### config.mk
export PLATFORM = sky130hd
export DESIGN_NAME = synth_core
export DESIGN_NICKNAME = d
export VERILOG_FILES = /design/src/rtl/synth_pkg.sv /design/src/rtl/synth_div.sv /design/src/rtl/synth_pfd.sv /design/src/rtl/synth_lock.sv /design/src/rtl/synth_core.sv
export SDC_FILE = /design/constraint.sdc
export NUM_CORES = 1
export LEC_CHECK = 0
export ABC_AREA = 1
export BUFFER_PORTS_ARGS = -buffer_cell sky130_fd_sc_hd__buf_2
export CAP_MARGIN = 0
export CORE_ASPECT_RATIO = 0.5
export CORE_MARGIN = 2
export CORE_UTILIZATION = 64
export DETAILED_ROUTE_END_ITERATION = 16
export PLACE_DENSITY_LB_ADDON = 0.15
export SLEW_MARGIN = 25
export SYNTH_ARGS = -nofsm -noshare
export SYNTH_HDL_FRONTEND = slang
export SYNTH_SLANG_ARGS = --single-unit
### constraint.sdc
create_clock -name clk -period 4.56 [get_ports clk]
set_input_delay 0.228 -clock clk [delete_from_list [all_inputs] [get_ports clk]]
set_output_delay 0.228 -clock clk [all_outputs]
set_load 0.005 [all_outputs]
### src/rtl/synth_pkg.sv
package synth_pkg;

    localparam int REF_RW = 6;

    typedef enum logic [2:0] {
        MD_RUN     = 3'b000,
        MD_SAFE    = 3'b001,
        MD_DIVTEST = 3'b010,
        MD_SINK    = 3'b011,
        MD_RUN_ALT = 3'b100,
        MD_REFTEST = 3'b101,
        MD_OFF     = 3'b110,
        MD_SOURCE  = 3'b111
    } mode_e;

    typedef enum logic [1:0] {
        PFD_IDLE = 2'd0,
        PFD_UP   = 2'd1,
        PFD_DN   = 2'd2
    } pfd_e;

    // Reference ratio for a code; zero marks a code that must be refused.
    function automatic logic [REF_RW-1:0] ref_ratio_of(input logic [2:0] code);
        case (code)
            3'b000:  return REF_RW'(2);
            3'b001:  return REF_RW'(4);
            3'b010:  return REF_RW'(8);
            3'b101:  return REF_RW'(16);
            3'b111:  return REF_RW'(32);
            default: return '0;
        endcase
    endfunction

endpackage

### src/rtl/synth_div.sv
module synth_div #(
    parameter int W = 15
) (
    input  logic         clk,
    input  logic         rst_n,
    input  logic         tick,
    input  logic [W-1:0] ratio,
    output logic         pulse,
    output logic         half
);
    localparam logic [W-1:0] ONE = W'(1);

    logic [W-1:0] cnt;

    always_ff @(posedge clk or negedge rst_n) begin
        if (!rst_n) begin
            cnt   <= '0;
            pulse <= 1'b0;
            half  <= 1'b0;
        end else begin
            pulse <= 1'b0;
            if (tick) begin
                if (cnt >= ratio - ONE) begin
                    cnt   <= '0;
                    pulse <= 1'b1;
                    half  <= ~half;
                end else begin
                    cnt <= cnt + ONE;
                end
            end
        end
    end

    // with a ratio of at least two, output pulses never touch
    a_r2_pulse_single: assert property (@(posedge clk) disable iff (!rst_n)
        pulse |=> !pulse);

    // the halved output changes only together with a pulse
    a_r3_half_with_pulse: assert property (@(posedge clk) disable iff (!rst_n)
        (half != $past(half)) |-> pulse);

endmodule

### src/rtl/synth_pfd.sv
module synth_pfd
    import synth_pkg::*;
#(
    parameter int GW = 8
) (
    input  logic          clk,
    input  logic          rst_n,
    input  logic          ref_p,
    input  logic          div_p,
    output logic          up,
    output logic          dn,
    output logic          done,
    output logic [GW-1:0] width
);
    localparam logic [GW-1:0] ONE = GW'(1);

    pfd_e          state_q, state_d;
    logic          leave;
    logic [GW-1:0] gap_q;

    // next-state logic
    always_comb begin
        state_d = state_q;
        leave   = 1'b0;
        unique case (state_q)
            PFD_IDLE: begin
                if (ref_p && div_p)  leave   = 1'b1;
                else if (ref_p)      state_d = PFD_UP;
                else if (div_p)      state_d = PFD_DN;
            end
            PFD_UP: begin
                if (div_p) begin
                    state_d = PFD_IDLE;
                    leave   = 1'b1;
                end
            end
            PFD_DN: begin
                if (ref_p) begin
                    state_d = PFD_IDLE;
                    leave   = 1'b1;
                end
            end
            default: state_d = PFD_IDLE;
        endcase
    end

    // state register
    always_ff @(posedge clk or negedge rst_n) begin
        if (!rst_n) state_q <= PFD_IDLE;
        else        state_q <= state_d;
    end

    // pulse width measurement
    always_ff @(posedge clk or negedge rst_n) begin
        if (!rst_n) begin
            gap_q <= '0;
            done  <= 1'b0;
            width <= '0;
        end else begin
            done <= leave;
            if (leave) width <= (state_q == PFD_IDLE) ? '0 : gap_q;
            if (state_d == PFD_IDLE)      gap_q <= '0;
            else if (state_q == PFD_IDLE) gap_q <= ONE;
            else if (gap_q != '1)         gap_q <= gap_q + ONE;
        end
    end

    // outputs
    always_comb begin
        up = 1'b0;
        dn = 1'b0;
        unique case (state_q)
            PFD_UP:  up = 1'b1;
            PFD_DN:  dn = 1'b1;
            default: ;
        endcase
    end

    // a pending source command closes when the divider edge arrives
    a_r5_up_closes: assert property (@(posedge clk) disable iff (!rst_n)
        (up && div_p) |=> (!up && done));

    // coincident edges raise no command
    a_r5_coincident: assert property (@(posedge clk) disable iff (!rst_n)
        (!up && !dn && ref_p && div_p) |=> (!up && !dn));

endmodule

### src/rtl/synth_lock.sv
module synth_lock #(
    parameter int GW     = 8,
    parameter int LOCK_N = 16
) (
    input  logic          clk,
    input  logic          rst_n,
    input  logic          done,
    input  logic [GW-1:0] width,
    input  logic [GW-1:0] win,
    output logic          locked
);
    localparam int               LCW  = $clog2(LOCK_N + 1);
    localparam logic [LCW-1:0]   LMAX = LCW'(LOCK_N);
    localparam logic [LCW-1:0]   LPRE = LCW'(LOCK_N - 1);
    localparam logic [LCW-1:0]   LONE = LCW'(1);

    logic [LCW-1:0] run_q;

    always_ff @(posedge clk or negedge rst_n) begin
        if (!rst_n) begin
            run_q  <= '0;
            locked <= 1'b0;
        end else if (done) begin
            if (width <= win) begin
                if (run_q < LMAX)  run_q  <= run_q + LONE;
                if (run_q >= LPRE) locked <= 1'b1;
            end else begin
                run_q  <= '0;
                locked <= 1'b0;
            end
        end
    end

    // one bad comparison drops lock
    a_r8_drop: assert property (@(posedge clk) disable iff (!rst_n)
        (done && (width > win)) |=> !locked);

    // lock rises only on a good comparison
    a_r8_rise: assert property (@(posedge clk) disable iff (!rst_n)
        $rose(locked) |-> ($past(done) && ($past(width) <= $past(win))));

endmodule

### src/rtl/synth_core.sv
module synth_core
    import synth_pkg::*;
#(
    parameter int NW     = 15,
    parameter int GW     = 8,
    parameter int LOCK_N = 16,
    parameter int NMIN   = 64
) (
    input  logic          clk,
    input  logic          rst_n,
    input  logic          osc_tick,
    input  logic          ref_tick,
    input  logic          ref_lvl,
    input  logic          div_wr,
    input  logic [NW-1:0] div_word,
    input  logic          ctl_wr,
    input  logic [2:0]    mode_word,
    input  logic [2:0]    ref_code,
    input  logic [1:0]    cp_code,
    input  logic [GW-1:0] lock_win,
    output logic          pump_up,
    output logic          pump_dn,
    output logic          vt_hiz,
    output logic [1:0]    cp_level,
    output logic          aux_out,
    output logic          lock_flag
);
    localparam logic [NW-1:0]     NMIN_V  = NW'(NMIN);
    localparam logic [REF_RW-1:0] RR_RST  = REF_RW'(2);

    mode_e             mode_q;
    logic [NW-1:0]     n_q;
    logic [REF_RW-1:0] rr_q, rr_new;
    logic [1:0]        cp_q;

    logic div_p, div_half, ref_p, ref_half;
    logic pfd_up, pfd_dn, cmp_done, locked;
    logic [GW-1:0] cmp_width;

    assign rr_new = ref_ratio_of(ref_code);

    // configuration registers
    always_ff @(posedge clk or negedge rst_n) begin
        if (!rst_n) begin
            mode_q <= MD_SAFE;
            n_q    <= NMIN_V;
            rr_q   <= RR_RST;
            cp_q   <= '0;
        end else begin
            if (div_wr) n_q <= (div_word < NMIN_V) ? NMIN_V : div_word;
            if (ctl_wr) begin
                mode_q <= mode_e'(mode_word);
                cp_q   <= cp_code;
                if (rr_new != '0) rr_q <= rr_new;
            end
        end
    end

    synth_div #(.W(NW)) u_main_div (
        .clk   (clk),
        .rst_n (rst_n),
        .tick  (osc_tick),
        .ratio (n_q),
        .pulse (div_p),
        .half  (div_half)
    );

    synth_div #(.W(REF_RW)) u_ref_div (
        .clk   (clk),
        .rst_n (rst_n),
        .tick  (ref_tick),
        .ratio (rr_q),
        .pulse (ref_p),
        .half  (ref_half)
    );

    synth_pfd #(.GW(GW)) u_pfd (
        .clk   (clk),
        .rst_n (rst_n),
        .ref_p (ref_p),
        .div_p (div_p),
        .up    (pfd_up),
        .dn    (pfd_dn),
        .done  (cmp_done),
        .width (cmp_width)
    );

    synth_lock #(.GW(GW), .LOCK_N(LOCK_N)) u_lock (
        .clk    (clk),
        .rst_n  (rst_n),
        .done   (cmp_done),
        .width  (cmp_width),
        .win    (lock_win),
        .locked (locked)
    );

    // mode-driven outputs
    always_comb begin
        pump_up   = pfd_up;
        pump_dn   = pfd_dn;
        vt_hiz    = 1'b0;
        aux_out   = ref_lvl;
        lock_flag = 1'b0;
        unique case (mode_q)
            MD_RUN: begin
                aux_out   = 1'b0;
                lock_flag = locked;
            end
            MD_RUN_ALT: lock_flag = locked;
            MD_SAFE: begin
                pump_up = 1'b0;
                pump_dn = 1'b1;
                vt_hiz  = 1'b1;
            end
            MD_DIVTEST: aux_out = div_half;
            MD_REFTEST: aux_out = ref_half;
            MD_SINK: begin
                pump_up = 1'b0;
                pump_dn = 1'b1;
            end
            MD_SOURCE: begin
                pump_up = 1'b1;
                pump_dn = 1'b0;
            end
            MD_OFF: begin
                pump_up = 1'b0;
                pump_dn = 1'b0;
            end
            default: ;
        endcase
    end

    assign cp_level = cp_q;

    // the main ratio never sits below its floor
    a_r2_floor: assert property (@(posedge clk) disable iff (!rst_n)
        n_q >= NMIN_V);

    // a refused code leaves the reference ratio alone
    a_r4_keep_ratio: assert property (@(posedge clk) disable iff (!rst_n)
        (ctl_wr && (rr_new == '0)) |=> (rr_q == $past(rr_q)));

    // a released tuning output always comes with a sinking pump
    a_r6_hiz_sink: assert property (@(posedge clk) disable iff (!rst_n)
        vt_hiz |-> (pump_dn && !pump_up));

    // lock is never shown outside the run modes
    a_r9_lock_gate: assert property (@(posedge clk) disable iff (!rst_n)
        lock_flag |-> (mode_q == MD_RUN || mode_q == MD_RUN_ALT));

endmodule

Word-level counts from Yosys, hierarchy flattened
Cells that the tools add are included.
{"block": "word_totals", "reg_bits": 76, "word_cells": 95, "output_inout_bits": 7, "in_bits": 38}
{"block": "classes", "bitwise": 2, "n_mux": 33, "addsub": 6, "eq_ne": 16, "reduce_logical": 16, "order_cmp": 6}
{"op": "8-bit two-way mux", "n": 4}
{"op": "15-bit two-way mux", "n": 2}
{"op": "6-bit case mux with 5 select lines", "n": 1}
{"op": "3-bit equality test (second input constant)", "n": 6}
{"op": "15-bit by 1-bit adder with 15-bit output (second input constant)", "n": 1}
{"op": "15-bit greater-or-equal comparator", "n": 1}
{"op": "15-bit by 7-bit < comparator with 1-bit output (second input constant)", "n": 1}
{"op": "15-bit by 1-bit subtractor with 15-bit output (second input constant)", "n": 1}
{"op": "1-bit two-way mux", "n": 13}
{"op": "2-bit two-way mux", "n": 5}
{"op": "5-bit two-way mux", "n": 2}
{"op": "2-bit AND reduction", "n": 5}
{"op": "3-bit by 2-bit equality test with 1-bit output (second input constant)", "n": 3}
{"op": "8-bit by 1-bit adder with 8-bit output (second input constant)", "n": 1}
{"op": "8-bit <= comparator", "n": 1}
{"op": "8-bit != test (second input constant)", "n": 1}
{"op": "6-bit by 1-bit adder with 6-bit output (second input constant)", "n": 1}
{"op": "3-bit by 1-bit equality test with 1-bit output (second input constant)", "n": 2}
{"op": "6-bit greater-or-equal comparator", "n": 1}
{"op": "3-bit zero test", "n": 2}
{"op": "6-bit two-way mux", "n": 1}
{"op": "1-bit case mux with 3 select lines", "n": 2}
{"op": "2-bit case mux with 3 select lines", "n": 1}
{"op": "6-bit nonzero test", "n": 1}
{"op": "other kinds (14)", "n": 20}

Logic depth before layout (Yosys ltp)
Gate-level depths: netlist (run 1).
{"block": "depth", "depth_word": 6, "depth_mapped": 20, "depth_no_buf": 19}

Hierarchy
A second synthesis (run 1) with hierarchy kept.
{"block": "hier_totals", "hier_cells": 641, "area_unflattened_um2": 4943.5}
{"module": "synth_div (u_main_div)", "instances": 1, "cells_per_inst": 223, "area_each_um2": 1620.3, "seq_area_each_um2": 425.4}
{"module": "synth_core", "instances": 1, "cells_per_inst": 135, "area_each_um2": 1112.3, "seq_area_each_um2": 629.4}
{"module": "synth_pfd", "instances": 1, "cells_per_inst": 123, "area_each_um2": 1004.7, "seq_area_each_um2": 475.5}
{"module": "synth_div (u_ref_div)", "instances": 1, "cells_per_inst": 82, "area_each_um2": 634.4, "seq_area_each_um2": 200.2}
{"module": "synth_lock", "instances": 1, "cells_per_inst": 78, "area_each_um2": 571.8, "seq_area_each_um2": 150.1}

Worst setup path after synthesis (run 1)
No wires, ideal clock.
{"block": "synth_path", "path_kind": "register -> register", "startpoint": "register n_q[0]", "endpoint": "register u_main_div.cnt[9]", "slack_ns": 2.106, "arrival_time_ns": 2.382, "required_ns": 4.489, "synth_period_minus_slack_ns": 2.454, "path_buffers": 1, "path_stages_with_launch": 18, "setup_time_ns": 0.071, "cell_sequence": "dfrtp_1 inv_1 ha_1 nand2_1 nor3_1 nand2_1 xor2_1 ha_1 nand2_1 inv_1 nand2_1 nand2_1 a21oi_1 nand3_2 nand2_1 inv_2 buf_6 nor2_1"}
{"block": "synth_via", "elab_chain_cells": 3}
{"item": "start: declaration", "line": "synth_core.sv:32", "source": "logic [NW-1:0] n_q;"}
{"item": "start signal: assignment", "line": "synth_core.sv:50", "source": "if (div_wr) n_q <= (div_word < NMIN_V) ? NMIN_V : div_word;"}
{"item": "15-bit by 1-bit subtractor with 15-bit output", "line": "synth_div.sv:23", "source": "if (cnt >= ratio - ONE) begin"}
{"item": "15-bit greater-or-equal comparator", "line": "synth_div.sv:23"}
{"item": "15-bit two-way mux", "line": "synth_div.sv:23"}
{"item": "end signal: assignment", "line": "synth_div.sv:28", "source": "cnt <= cnt + ONE;"}
{"item": "end: declaration", "line": "synth_div.sv:13", "source": "logic [W-1:0] cnt;"}
Every way passes these cells.
A chain may end at the register's enable or synchronous reset.

Worst setup path in the final report (run 1)
Same ends and word-level chain as after synthesis.

==> results of run 1 <==
## sequential cells by signal, summed over array words and instances, names as in the netlist, 3 cells and up
name,count
mode_q,3
n_q,15
rr_q,5
u_lock.run_q,5
u_main_div.cnt,15
u_pfd.gap_q,8
u_pfd.width,8
u_ref_div.cnt,6
## worst max-delay path: cells and delay by family, from the launching register on
kind                     cells  cell delay (ns)
buffers and inverters        3             0.37
adder cells (fa/ha/maj)      2             0.52
AO/OA/AOI/OAI                1             0.05
flip-flops                   1             0.36
AND/OR/NAND/NOR             11             1.36
## area by class of cell
type	instances	share of cell area, %
multi-input combinational	391	43.8
sequential	75	36.9
inverter	102	7.51
clock buffer	13	4.72
timing repair buffer	45	4.47
tap	92	2.26
clock inverter	3	0.295
## stage by stage
stage | worst slack [ns] | total power, W | instances | hold WS, ns | area [sq um]
after detailed placement | 1.82 | 0.00163 | 705 | 0.404 | 4840
after floorplan | 2.11 | 0.00145 | 576 | -0.0676 | 4540
final | 1.79 | 0.00224 | 721 | 0.00731 | 5090
after global routing | 1.46 | 0.00243 | 721 | 0.0950 | 5090
after global placement | 1.92 | 0.00160 | 705 | 0.403 | 4840
after CTS | 1.77 | 0.00226 | 721 | 0.0452 | 5090
## power by group
part / switching (W) / leakage [nW] / internal (W)
combinational: 0.000425 / 1.60 / 0.000272
clock: 0.000257 / 0.127 / 0.000366
sequential: 0.000125 / 0.972 / 0.000799
total: 0.000807 / 2.70 / 0.00144
## cells by family after synthesis
| group | after synthesis | synth area share, % |
|---|---|---|
| buffers and inverters | 110 | 9.45 |
| flip-flops | 75 | 41.4 |
| multiplexers | 2 | 0.496 |
| XOR/XNOR | 22 | 4.41 |
| AND/OR/NAND/NOR | 259 | 25.8 |
| AO/OA/AOI/OAI | 73 | 8.84 |
| adder cells (fa/ha/maj) | 35 | 9.64 |
## worst max-delay path by stage
stage               slack [ns]                              to
global route              1.46   u_main_div.cnt[9]$_DFFE_PN0P_
global placement          1.92  u_main_div.cnt[14]$_DFFE_PN0P_
CTS                       1.77   u_main_div.cnt[7]$_DFFE_PN0P_
finish                    1.79   u_main_div.cnt[9]$_DFFE_PN0P_
floorplan                 2.11   u_main_div.cnt[9]$_DFFE_PN0P_
detailed placement        1.82   u_main_div.cnt[3]$_DFFE_PN0P_
## layer usage
metal	GRT usage, %	share of wire (%)	up-vias	wire (um)
met2	44.6	49	66	4150
li1	-	-	1963	-
met5	0	0	-	0
met4	8.38	1.7	0	145
met3	7.07	3.9	12	331
met1	30.7	46	1743	3890
## placed cells by master (no fill, tap or decap), types with 3 or more instances in the layout
master	n
sky130_fd_sc_hd__nand3_1	42
sky130_fd_sc_hd__ha_1	35
sky130_fd_sc_hd__clkbuf_1	4
sky130_fd_sc_hd__o21ai_0	39
sky130_fd_sc_hd__nor2_2	3
sky130_fd_sc_hd__nand3_2	4
sky130_fd_sc_hd__dfstp_2	3
sky130_fd_sc_hd__or2_2	3
sky130_fd_sc_hd__buf_2	44
sky130_fd_sc_hd__nand2_1	121
sky130_fd_sc_hd__dfrtp_1	72
sky130_fd_sc_hd__inv_1	100
sky130_fd_sc_hd__nand4_1	12
sky130_fd_sc_hd__nor2_1	51
sky130_fd_sc_hd__a21oi_1	15
sky130_fd_sc_hd__nor2_4	3
sky130_fd_sc_hd__clkinv_2	3
sky130_fd_sc_hd__o22ai_1	10
sky130_fd_sc_hd__xor2_1	19
sky130_fd_sc_hd__clkbuf_16	9
sky130_fd_sc_hd__nor3_1	11
==> results.md, run 1 <==
- The run finished with clean final reports.
- The maximum clock frequency is 361 MHz.
- The CTS clock-pin slew for the worst setup and hold paths is 0.05 ns.
- The detailed router finished its first iteration with 283 violations.
- The routed design has 8.51 mm of wire.
- For the worst setup path, the data required time is 4.77 ns.
- The initial core utilization is 67.0%.
- Buffers inserted to repair hold after CTS numbered 0.
- The total number of yosys warnings is 0.
- The initial antenna violation count is 0.
- The clock passes through at most 2 buffers.
- The combined flip-flop and latch cell area is 1880 sq um.
- In the routed design, unresolved DRC markers number 0.
- The dominant cell type by area after synthesis is sky130_fd_sc_hd__dfrtp_1.
- The worst setup path is captured at a flip-flop.
- The final hold violation count is 0.
- Once detailed placement completed, the half-perimeter wirelength came to 6.38 mm.
- Synthesis inferred 75 register bits.
- The critical path start-end classification is flip-flop to flip-flop.
- For this run, the total global-route usage over all layers was measured as 25.6%.
- The setup slack on the worst flop-to-flop path is 1.79 ns.
- The area used by multi-input combinational logic is 2230 sq um.
- For this run, the share of the core covered by cells in the final layout is 75.2%.
- Measured against its own limit, the worst slew margin works out to 41.5%.
- The top flip-flop cell by instance count after synthesis is sky130_fd_sc_hd__dfrtp_1.
- The launch point of the worst reg-to-reg path is n_q[0]$_DFFE_PN0P_.
- The post-route netlist has 13.4% of its cells at a drive strength greater than 1.
- The width of the die is 123 um.
- The number of flops mapped to enable cells by yosys is 0.
- The delay of the slowest critical-path stage is 0.38 ns.
- The endpoint identified for the worst register-to-register timing path is u_main_div.cnt[9]$_DFFE_PN0P_.
- The wire length per cell is 11.8 um.
- The clock insertion delay at the later pin of the skew report is 0.33 ns.
- VDD sags by at most 0.000267 V.
- The number of nets in the final layout is 697.
- The worst setup path is launched from a flip-flop.
- After clock tree synthesis, the repair step resized 0 gates.
- The weighted congestion reported at the end of routability-driven placement is 0.841.
- The final setup violation count is 0.
- The final period demand of the worst path is 2.77 ns.
- By count the netlist is led by sky130_fd_sc_hd__nand2_1 (121), sky130_fd_sc_hd__inv_1 (100), sky130_fd_sc_hd__dfrtp_1 (72).
- At the worst endpoint, the arrival time is 2.98 ns.
- After synthesis, flip-flops and latches occupy 41.4% of the total area.
- The count of final max-slew check failures is 0.
- Adding up every negative setup slack in the final design gives 0 ns.
- The worst hold path belongs to the class input pin to asynchronous set/reset pin.
- By area the synthesized netlist is led by sky130_fd_sc_hd__dfrtp_1 (40%), sky130_fd_sc_hd__nand2_1 (10%), sky130_fd_sc_hd__ha_1 (9.6%).
- The leakage power is 2.70 nW.
- The launching element of the worst setup path is n_q[0]$_DFFE_PN0P_.
- The first detailed-routing pass ran for 5 iterations.
- The buffer type at the clock tree root is sky130_fd_sc_hd__clkbuf_16.
- In this run the mean area of a mapped cell was 7.89 sq um.
- The number of global-route vias before repair was 3,718.
- The die boundary height is 63.6 um.
- The post-detailed-route via-to-cell ratio is 5.25.
- The total vias in the final route is 3,784.
- The top cell type by area accounts for 39.7% of the synthesized area.
- The most numerous cell in the Yosys netlist is sky130_fd_sc_hd__nand2_1.
- Power spread over the standard cell area amounts to 440 nW/um^2.
- The number of post-CTS setup repair buffers is 0.
- The cell count of the worst reg-to-reg path is 17.
- The count of H-tree levels built during CTS is 3.
- The dominant cell type by count on the critical path is sky130_fd_sc_hd__nand2_1.
- The number of antenna diodes in the final layout is 0.
- The remaining global-route overflow is 0.
- Fill cells in the final layout number 527.
- The synthesis-to-finish area growth is 12.1%.
- The CTS tree is done.
- Entering global routing, the biggest net connects 41 pins.
- The synthesized cell area is 4540 sq um.
- The transition time at the pin with the least slew margin is 0.877 ns.
- The largest fanout of any net on the critical path is 13.
- The first global-routing pass estimated 15.7 mm of wire.
- The region available for standard cell placement spans 6780 sq um.
- Synthesis produced 576 cells.
- The total number of placement rows is 21.
- Traced cell by cell, the critical path runs through inv_1, ha_1, nand2_1, nor3_1, nand2_1, nor2_1, a21oi_1, ha_1, nand2_1, nor2_1, inv_1, nor2_1, nand2_1, nand3_2, nand2_1, inv_2, nor2_1.
- The full die area is 7830 sq um.
- Counting every sink on the clock net gives 75.
- Max-cap violations in this run came to 0.
- The fraction of registers with async set/reset is 100%.
- In this run the count of I/O pins placed on the die edge is 45.
- Buffers inserted during clock tree synthesis total 9.
- Port buffering added 44 buffers.
- Synthesis produced a netlist with a net count of 649.
- The cell with the largest stage delay on the worst path is sky130_fd_sc_hd__nor3_1.
- For the final database, setup skew stands at 0.00525 ns.
- The worst path uses 60.8% of the clock period.
- The netlist uses 41 different library cells.
- Setup repair after global routing left no endpoint under its margin.
- Once detail routing completed, the nets flagged for antenna violations numbered 0.
Note: power is estimated with default switching activity, not from simulation.
==> run 2, diff against run 1 <==
ABC_AREA = 0   (was 1)
CORE_UTILIZATION = 59   (was 64)
clock period = 2.7 ns   (was 4.56 ns; I/O delays follow)
==> run 2 against run 1 <==
  * Final cell count decreased by 13%
  * Synthesized area shrank 2.3%
  * Die area increased by 5.7%
  * Sequential power is 72% higher
  * Register-to-register slack worse by 1.7 ns
  * Non-clock buffer count rose by 12
  * Critical path type unchanged
  * Critical endpoint is now u_main_div.cnt[3]$_DFFE_PN0P_
==> results.md, run 2 <==
- In this run the remaining antenna-violating nets after routing total 0.
- After detailed routing, the number of vias per cell comes to 5.47.
- The leading cell type in the layout, fill and taps excluded is sky130_fd_sc_hd__dfrtp_1.
- The maximum resistive drop on vdd is 0.000427 V.
- The final hold violation count was 0.
- The tool flagged a number of max-cap violations equal to 0.
- The detailed router finished its first iteration with 163 violations.
- Along the worst path, the maximum fanout reaches 5.
- The number of flops mapped to enable cells by yosys is 0.
- The max-slew headroom at the worst pin is 43.1%.
- The tightest min-delay check is of the input pin to flip-flop type.
- The total number of yosys warnings is 0.
- The floorplan has 22 rows.
- After filler insertion, the fill cell instance count of the layout stands at 585.
- In the post-synthesis netlist, the biggest area contributors are sky130_fd_sc_hd__dfrtp_1 (41%), sky130_fd_sc_hd__ha_1 (9.9%), sky130_fd_sc_hd__xnor2_1 (4.3%).
- The final worst hold slack is 0.00706 ns.
- STA classifies the critical path endpoint as a flip-flop.
- In this run the vertical extent of the chip is 65.3 um.
- The arrival time of the worst setup path is 2.83 ns.
- The share of post-route cells with drive strength above 1 is 19.9%.
- The power density relative to cell area is 727 nW/um^2.
- The final layout contains routed wiring with a total length of 8.33 mm.
- The count of H-tree levels built during CTS is 3.
- The required time at the worst-slack endpoint is 2.95 ns.
- The leakage power is 2.38 nW.
- The final layout contains 596 nets.
- The top flip-flop cell by instance count after synthesis is sky130_fd_sc_hd__dfrtp_1.
- The number of nets produced by synthesis is 542.
- Summed over all layers, the global routing overflow is 0.
- The worst clock skew is 0.00563 ns.
- In this run the horizontal extent of the chip is 127 um.
- The sum of negative setup slack is 0 ns.
- Sorting the synthesized cells by how often they occur yields sky130_fd_sc_hd__dfrtp_1 (72), sky130_fd_sc_hd__inv_1 (42), sky130_fd_sc_hd__nor2_1 (36).
- The mapped netlist covers 4440 sq um.
- Leaving out fill and tap cells, the most frequent cells in the layout are sky130_fd_sc_hd__dfrtp_1 (72), sky130_fd_sc_hd__buf_2 (43), sky130_fd_sc_hd__inv_1 (42), sky130_fd_sc_hd__nor2_1 (35), sky130_fd_sc_hd__ha_1 (35).
- The number of buffers inserted by port buffering is 44.
- TritonCTS built the clock tree.
- The sequential share of the synthesized area is 42.4%.
- CTS placed an instance of sky130_fd_sc_hd__clkbuf_16 at the clock tree root.
- The maximum number of pins on one net before global-route repair is 76.
- After detailed routing, the number of remaining DRC violations is 0.
- The worst hold path begins at ref_code[0].
- The clock tree buffer depth is 2.
- For this run, the detailed router's first-pass iteration total came to 4.
- The CTS clock-pin slew for the worst setup and hold paths is 0.06 ns.
- The worst path meets setup with 0.112 ns of slack.
- The dominant cell type by area after synthesis is sky130_fd_sc_hd__dfrtp_1.
- The initial antenna violation count came to 0.
- After layout, the minimum clock period comes to 2.59 ns.
- The number of antenna cells inserted is 0.
- For this configuration, the core starts out at a cell density of 60.8%.
- The maximum clock frequency is 386 MHz.
- The synthesized area per cell is 9.46 sq um.
- The number of different library cells used by synthesis comes to 56.
- Relative to the synthesized area, the layout overhead comes to 17.4%.
- The largest registers in the layout are n_q: 15 flops, u_main_div.cnt: 15 flops.
- The count of final max-slew check failures was 0.
- The total area inside the core boundary comes to 7290 sq um.
- The number of global-route vias before repair is 3,243.
- Across all layers, the routed design uses 3,414 vias.
- The met1 capacity usage during global routing is 28.0%.
- The share of the core filled with cells in the final layout is 71.4%.
- The worst register-to-register path begins at n_q[2]$_DFFE_PN0P_.
- The flow ran to the end, and the final reports show no timing, DRC or antenna violations.
- The count of clock tree sinks is 75.
- The worst hold path passes through 2 cells.
- The full die area is 8270 sq um.
- The area share of the leading cell type in the synthesized netlist is 40.6%.
- For met2 alone, demand over resource in global routing was 36.8%.
- The peak-usage layer in the global routing report is met2.
- Clock tree synthesis inserted a total of 9 buffers.
- STA classifies the critical path startpoint as a flip-flop.
- sky130_fd_sc_hd__dfrtp_1 is the most common cell in the netlist.
- For the worst flop-to-flop path, the logic depth is 11.
- Timing analysis after detailed placement gives a worst setup slack of 0.0129 ns.
- Setup slack on the worst reg-to-reg path comes out at 0.11 ns.
- The flip-flop and latch count after synthesis is 75.
- The total global-route track usage is 22.2%.
- The clock insertion delay at the later pin of the skew report is 0.34 ns.
- The number of cells produced by synthesis is 469.
- The share of the cycle needed by the critical path after routing is 95.9%.
- The final setup violation count is 0.
- The weighted congestion reported at the end of routability-driven placement is 0.858.
- For the pin with the worst max-slew slack, the measured transition is 0.852 ns.
- The endpoint with the worst hold slack is rr_q[1]$_DFFE_PN1P_.
- In this run the count of I/O pins placed on the die edge is 45.
- The met3 track utilization from global routing is 7.33%.
- The endpoint identified for the worst register-to-register timing path is u_main_div.cnt[3]$_DFFE_PN0P_.
- The first global-routing pass estimated 14.5 mm of wire.
- Counting flops with an async set or reset pin after synthesis yields a share of 100%.
- The critical path start-end classification is flip-flop to flip-flop.
- After detailed routing, the average wire length per cell comes to 13.3 um.
- The detailed placer's ending HPWL is 5.71 mm.
-- run 2: changes by cell type after synthesis, moves of 9 or more --
cell	before	now
sky130_fd_sc_hd__nand2_1	121	35
sky130_fd_sc_hd__inv_1	100	42
sky130_fd_sc_hd__xnor2_1	2	22
sky130_fd_sc_hd__nand3_1	42	25
sky130_fd_sc_hd__nor2_1	51	36
sky130_fd_sc_hd__mux2_2	2	14
sky130_fd_sc_hd__a21oi_1	15	24
sky130_fd_sc_hd__o211ai_1	0	9
sky130_fd_sc_hd__o21ai_0	39	30
sky130_fd_sc_hd__xor2_1	19	10
-- run 2: worst max-delay path by stage --
stage / startpoint / to / slack (ns) / cells past startpoint
CTS: n_q[3]$_DFFE_PN0P_ / u_main_div.half$_DFFE_PN0P_ / 0.03 / 12
global placement: n_q[2]$_DFFE_PN0P_ / u_main_div.half$_DFFE_PN0P_ / 0.03 / 10
global route: n_q[2]$_DFFE_PN0P_ / u_main_div.cnt[3]$_DFFE_PN0P_ / -0.04 / 11
detailed placement: n_q[2]$_DFFE_PN0P_ / u_main_div.half$_DFFE_PN0P_ / 0.01 / 10
finish: n_q[2]$_DFFE_PN0P_ / u_main_div.cnt[3]$_DFFE_PN0P_ / 0.11 / 11
floorplan: n_q[2]$_DFFE_PN0P_ / u_main_div.cnt[12]$_DFFE_PN0P_ / 0.15 / 11
-- run 2: final cells by class --
class | count | area (sq um) | share of cell area (%)
inverter | 42 | 158 | 3.03
sequential | 75 | 1880 | 36.1
tap | 96 | 120 | 2.31
clock inverter | 4 | 50.0 | 0.961
clock buffer | 12 | 256 | 4.93
timing repair buffer | 57 | 365 | 7.02
multi-input combinational | 338 | 2380 | 45.7
-- run 2: logic make-up after synthesis --
logic type                 count (synthesis)  synth area share (%)
and+or+nand+nor                          157                  18.0
AOI/OAI and AO/OA                         98                  13.9
DFF                                       75                  42.4
buffers and inverters                     56                  5.44
adders and majority gates                 35                  9.87
xor gates and xnor gates                  32                  6.32
muxes                                     16                  4.00
-- run 2: per-stage QoR --
stage / instance area, sq um / total power, W / std cells
2_1_floorplan: 4440 / 0.00229 / 469
3_3_place_gp: 4740 / 0.00251 / 601
3_5_place_dp: 4740 / 0.00254 / 601
4_1_cts: 5130 / 0.00380 / 623
5_1_grt: 5210 / 0.00406 / 624
6_report: 5210 / 0.00379 / 624
-- run 2: layer usage --
metal | up-vias | wire length [um]
met1 | 1575 | 4070
met5 | - | 0
met3 | 14 | 353
met2 | 64 | 3800
li1 | 1761 | -
met4 | 0 | 103
-- run 2: critical path, cell delays in order, from the launching register on --
cell and delay, ns:
sky130_fd_sc_hd__dfrtp_1 0.44, sky130_fd_sc_hd__nor4_4 0.33, sky130_fd_sc_hd__nand3_2 0.15, sky130_fd_sc_hd__nor3_1 0.24
sky130_fd_sc_hd__xnor2_1 0.16, sky130_fd_sc_hd__ha_1 0.26, sky130_fd_sc_hd__a21oi_1 0.16, sky130_fd_sc_hd__o21ai_1 0.12
sky130_fd_sc_hd__buf_4 0.16, sky130_fd_sc_hd__nor4_1 0.22, sky130_fd_sc_hd__o211ai_1 0.13, sky130_fd_sc_hd__o211ai_1 0.12
-- run 2: timing repair --
| item | CTS | global route |
|---|---|---|
| endpoints found under the hold margin | 76 | 0 |
| endpoints found under the setup margin | 2 | 17 |
| pin swaps | 1 | 1 |
| gates resized for setup | 2 | 11 |
| buffers inserted | 1 | 0 |
| hold buffers | 5 | 0 |
-- run 2: where the power goes --
group	switching (W)	internal (W)	leakage, nW	total (W)
Sequential	0.000258	0.00133	0.938	0.00159
Combinational	0.000507	0.000468	1.30	0.000975
Clock	0.000460	0.000764	0.145	0.00122
Total	0.00122	0.00256	2.38	0.00379
==> run 3, diff against run 2 <==
--- a/config.mk
+++ b/config.mk
@@ -15,2 +15,3 @@
 export PLACE_DENSITY_LB_ADDON = 0.15
+export REMOVE_ABC_BUFFERS = 1
 export SLEW_MARGIN = 25
--- a/constraint.sdc
+++ b/constraint.sdc
@@ -3,2 +3,2 @@
 set_output_delay 0.135 -clock clk [all_outputs]
-set_load 0.005 [all_outputs]
+set_load 0.1 [all_outputs]
==> run 3 against run 2 <==
  * Wire length up 2.0%
  * Non-clock buffer count down 3
  * Sequential power about the same
  * Largest cell class unchanged
  * Highest routed layer unchanged
==> results.md, run 3 (synthesized netlist as in run 2, its figures left out) <==
- The met2 routing resource usage after global routing is 35.6%.
- The signal on the critical path passes through nor4_4, nand3_1, nor3_1, xnor2_1, ha_1, a21oi_1, o21ai_1, a21oi_2, o22ai_4, buf_12, xor2_1.
- The width of the die is 127 um.
- For the pin with the worst max-slew slack, the measured transition is 0.900 ns.
- The flow ran to the end, and the final reports show no timing, DRC or antenna violations.
- The global routing stage identified its most utilized layer as met2.
- The overall power after layout is 0.00411 W.
- The maximum number of pins on one net before global-route repair is 76.
- The buffer type at the clock tree root is sky130_fd_sc_hd__clkbuf_16.
- The number of buffers created by CTS is 9.
- The type of the most critical hold path is input pin to flip-flop.
- The clock insertion delay at the later pin of the skew report is 0.35 ns.
- 45 I/O pins were placed.
- The final hold violation count is 0.
- The count of nets left with antenna violations once routing finished came out at 0.
- The detailed router finished its first iteration with 169 violations.
- The largest registers in the layout are n_q: 15 flops, u_main_div.cnt: 15 flops.
- The total global-route track usage is 22.7%.
- The synthesis-to-finish area growth is 17.5%.
- The wire length of the first global-routing pass is 14.8 mm.
- The routed wire length is 8.50 mm.
- After floorplanning, the core was divided into 22 placement rows.
- For this run, the share of the core covered by cells in the final layout is 71.5%.
- The post-detailed-route via-to-cell ratio is 5.66.
- Once placement finished, the instance area stood at 4730 sq um.
- The total non-filler cell area in the finished layout is 5210 sq um.
- The sum of negative setup slack is 0 ns.
- The clock tree buffer depth is 2.
- The initial antenna violation count is 0.
- The final setup violation count is 0.
- The core region is 7290 sq um.
- Along the worst path, the maximum fanout reaches 12.
- The CTS tree is done.
- Leaving out fill and tap cells, the most frequent cells in the layout are sky130_fd_sc_hd__dfrtp_1 (72), sky130_fd_sc_hd__buf_2 (43), sky130_fd_sc_hd__inv_1 (42), sky130_fd_sc_hd__nor2_1 (35), sky130_fd_sc_hd__ha_1 (35).
- The arrival time of the worst setup path is 2.82 ns.
- The critical path start-end classification is flip-flop to flip-flop.
- The power density relative to cell area is 789 nW/um^2.
- During placement, the flow inserted port buffers numbering 44.
- The slowest stage of the critical path belongs to the cell sky130_fd_sc_hd__dfrtp_1.
- On the critical path the largest part of the delay comes from simple AND/OR/NAND/NOR gates.
- STA classifies the critical path startpoint as a flip-flop.
- The endpoint type of the worst setup path is a flip-flop.
- The full die area is 8270 sq um.
- Clock-pin slew was measured on the worst setup and hold paths at 0.06 ns.
- The final critical-path setup slack is 0.109 ns.
- In this design, the stage delay of the slowest critical-path cell is 0.44 ns.
- Counting every sink on the clock net gives 75.
- The worst path in the final design needs a cycle of 2.59 ns, including I/O delays and setup.
- The worst clock skew is 0.00856 ns.
- Cells with a size suffix above 1 make up 19.8% of the layout.
- The first detailed-routing pass ran for 4 iterations.
- The tool flagged a number of max-cap violations equal to 0.
- The share of the cycle needed by the critical path after routing is 95.9%.
- The count of final max-slew check failures was 0.
- Derived from the worst setup path, the maximum achievable clock frequency is 386 MHz.
- The worst path buffer plus inverter count is 1.
- The number of fill cells is 556.
- The max-slew headroom at the worst pin is 40.0%.
- The weighted congestion reported at the end of routability-driven placement is 0.837.
- For this run, global-route usage on met3 was measured as 5.29%.
- The H-tree generated during clock tree synthesis spans 3 levels.
- The detailed placer's ending HPWL is 5.98 mm.
- The required time at the worst-slack endpoint is 2.93 ns.
- The number of global-route vias before repair was 3,244.
- The initial core utilization is 60.8%.
- Leaving out fill and tap cells, the most frequent cell in the layout is sky130_fd_sc_hd__dfrtp_1.
- The count of unresolved DRC violations after routing is 0.
- The number of antenna cells inserted is 0.
- Across the VDD grid, the largest voltage drop is 0.000497 V.
- The total vias in the final route is 3,514.
- After detailed routing, the average wire length per cell comes to 13.7 um.
- Prior to clock tree synthesis, the placed netlist has a worst setup slack of -0.00864 ns.
- The floorplan step set the die height to 65.3 um.
- The met1 capacity usage during global routing is 30.2%.
- In this run the static leakage power is 2.39 nW.
- The remaining global-route overflow is 0.
- The number of nets in the final layout is 593.
-- run 3: final timing paths --
kind / startpoint / end / slack, ns / cells after the start
setup reg to reg: n_q[2]$_DFFE_PN0P_ / u_main_div.half$_DFFE_PN0P_ / 0.11 / 11
hold reg to reg: u_ref_div.half$_DFFE_PN0P_ / u_ref_div.half$_DFFE_PN0P_ / 0.47 / 1
hold / removal: div_word[5] / n_q[5]$_DFFE_PN0P_ / 0.005 / 3
max in group asynchronous: rst_n / u_main_div.cnt[12]$_DFFE_PN0P_ / 1.65 / 2
min in group asynchronous: rst_n / u_lock.run_q[3]$_DFFE_PN0P_ / 0.46 / 2
setup / recovery: n_q[2]$_DFFE_PN0P_ / u_main_div.half$_DFFE_PN0P_ / 0.11 / 11
-- run 3: per-layer routing --
metal	wire, um	part of all wire [%]
met1	4270	50
met2	3680	43
met3	332	3.9
met4	214	2.5
met5	0	0
-- run 3: where the power goes --
group	total, W	switching [W]	leakage (nW)	internal [W]
registers	0.00159	0.000264	0.938	0.00133
logic	0.00113	0.000646	1.28	0.000487
clock network	0.00139	0.000457	0.167	0.000930
-- run 3: tightest hold or removal path: cells and delay by family --
kind | cells | cell delay, ns
AOI/OAI and AO/OA | 1 | 0.06
and+or+nand+nor | 1 | 0.04
buffers and inverters | 1 | 0.07
-- run 3: area by class of cell --
type | instances | area, sq um | share of cell area [%]
multi-input cells | 338 | 2390 | 45.9
flip-flops and latches | 75 | 1880 | 36.1
clock buffers | 12 | 246 | 4.73
inverters | 42 | 158 | 3.02
well taps | 96 | 120 | 2.30
clock inverters | 4 | 98.8 | 1.90
repair buffers | 54 | 318 | 6.10
-- run 3: metrics by stage --
stage	hold slack, ns	std cells
finish	0.00479	621
floorplan	-0.161	455
detailed placement	0.328	599
global route	0.0126	621
global placement	0.328	599
CTS	0.000475	619
-- run 3: what timing repair did --
item	CTS	global route
setup endpoints to repair	10	18
endpoints found under the hold margin	74	0
resized for setup	0	15
hold buffers	3	0
pin swaps	1	2
setup buffers	1	2
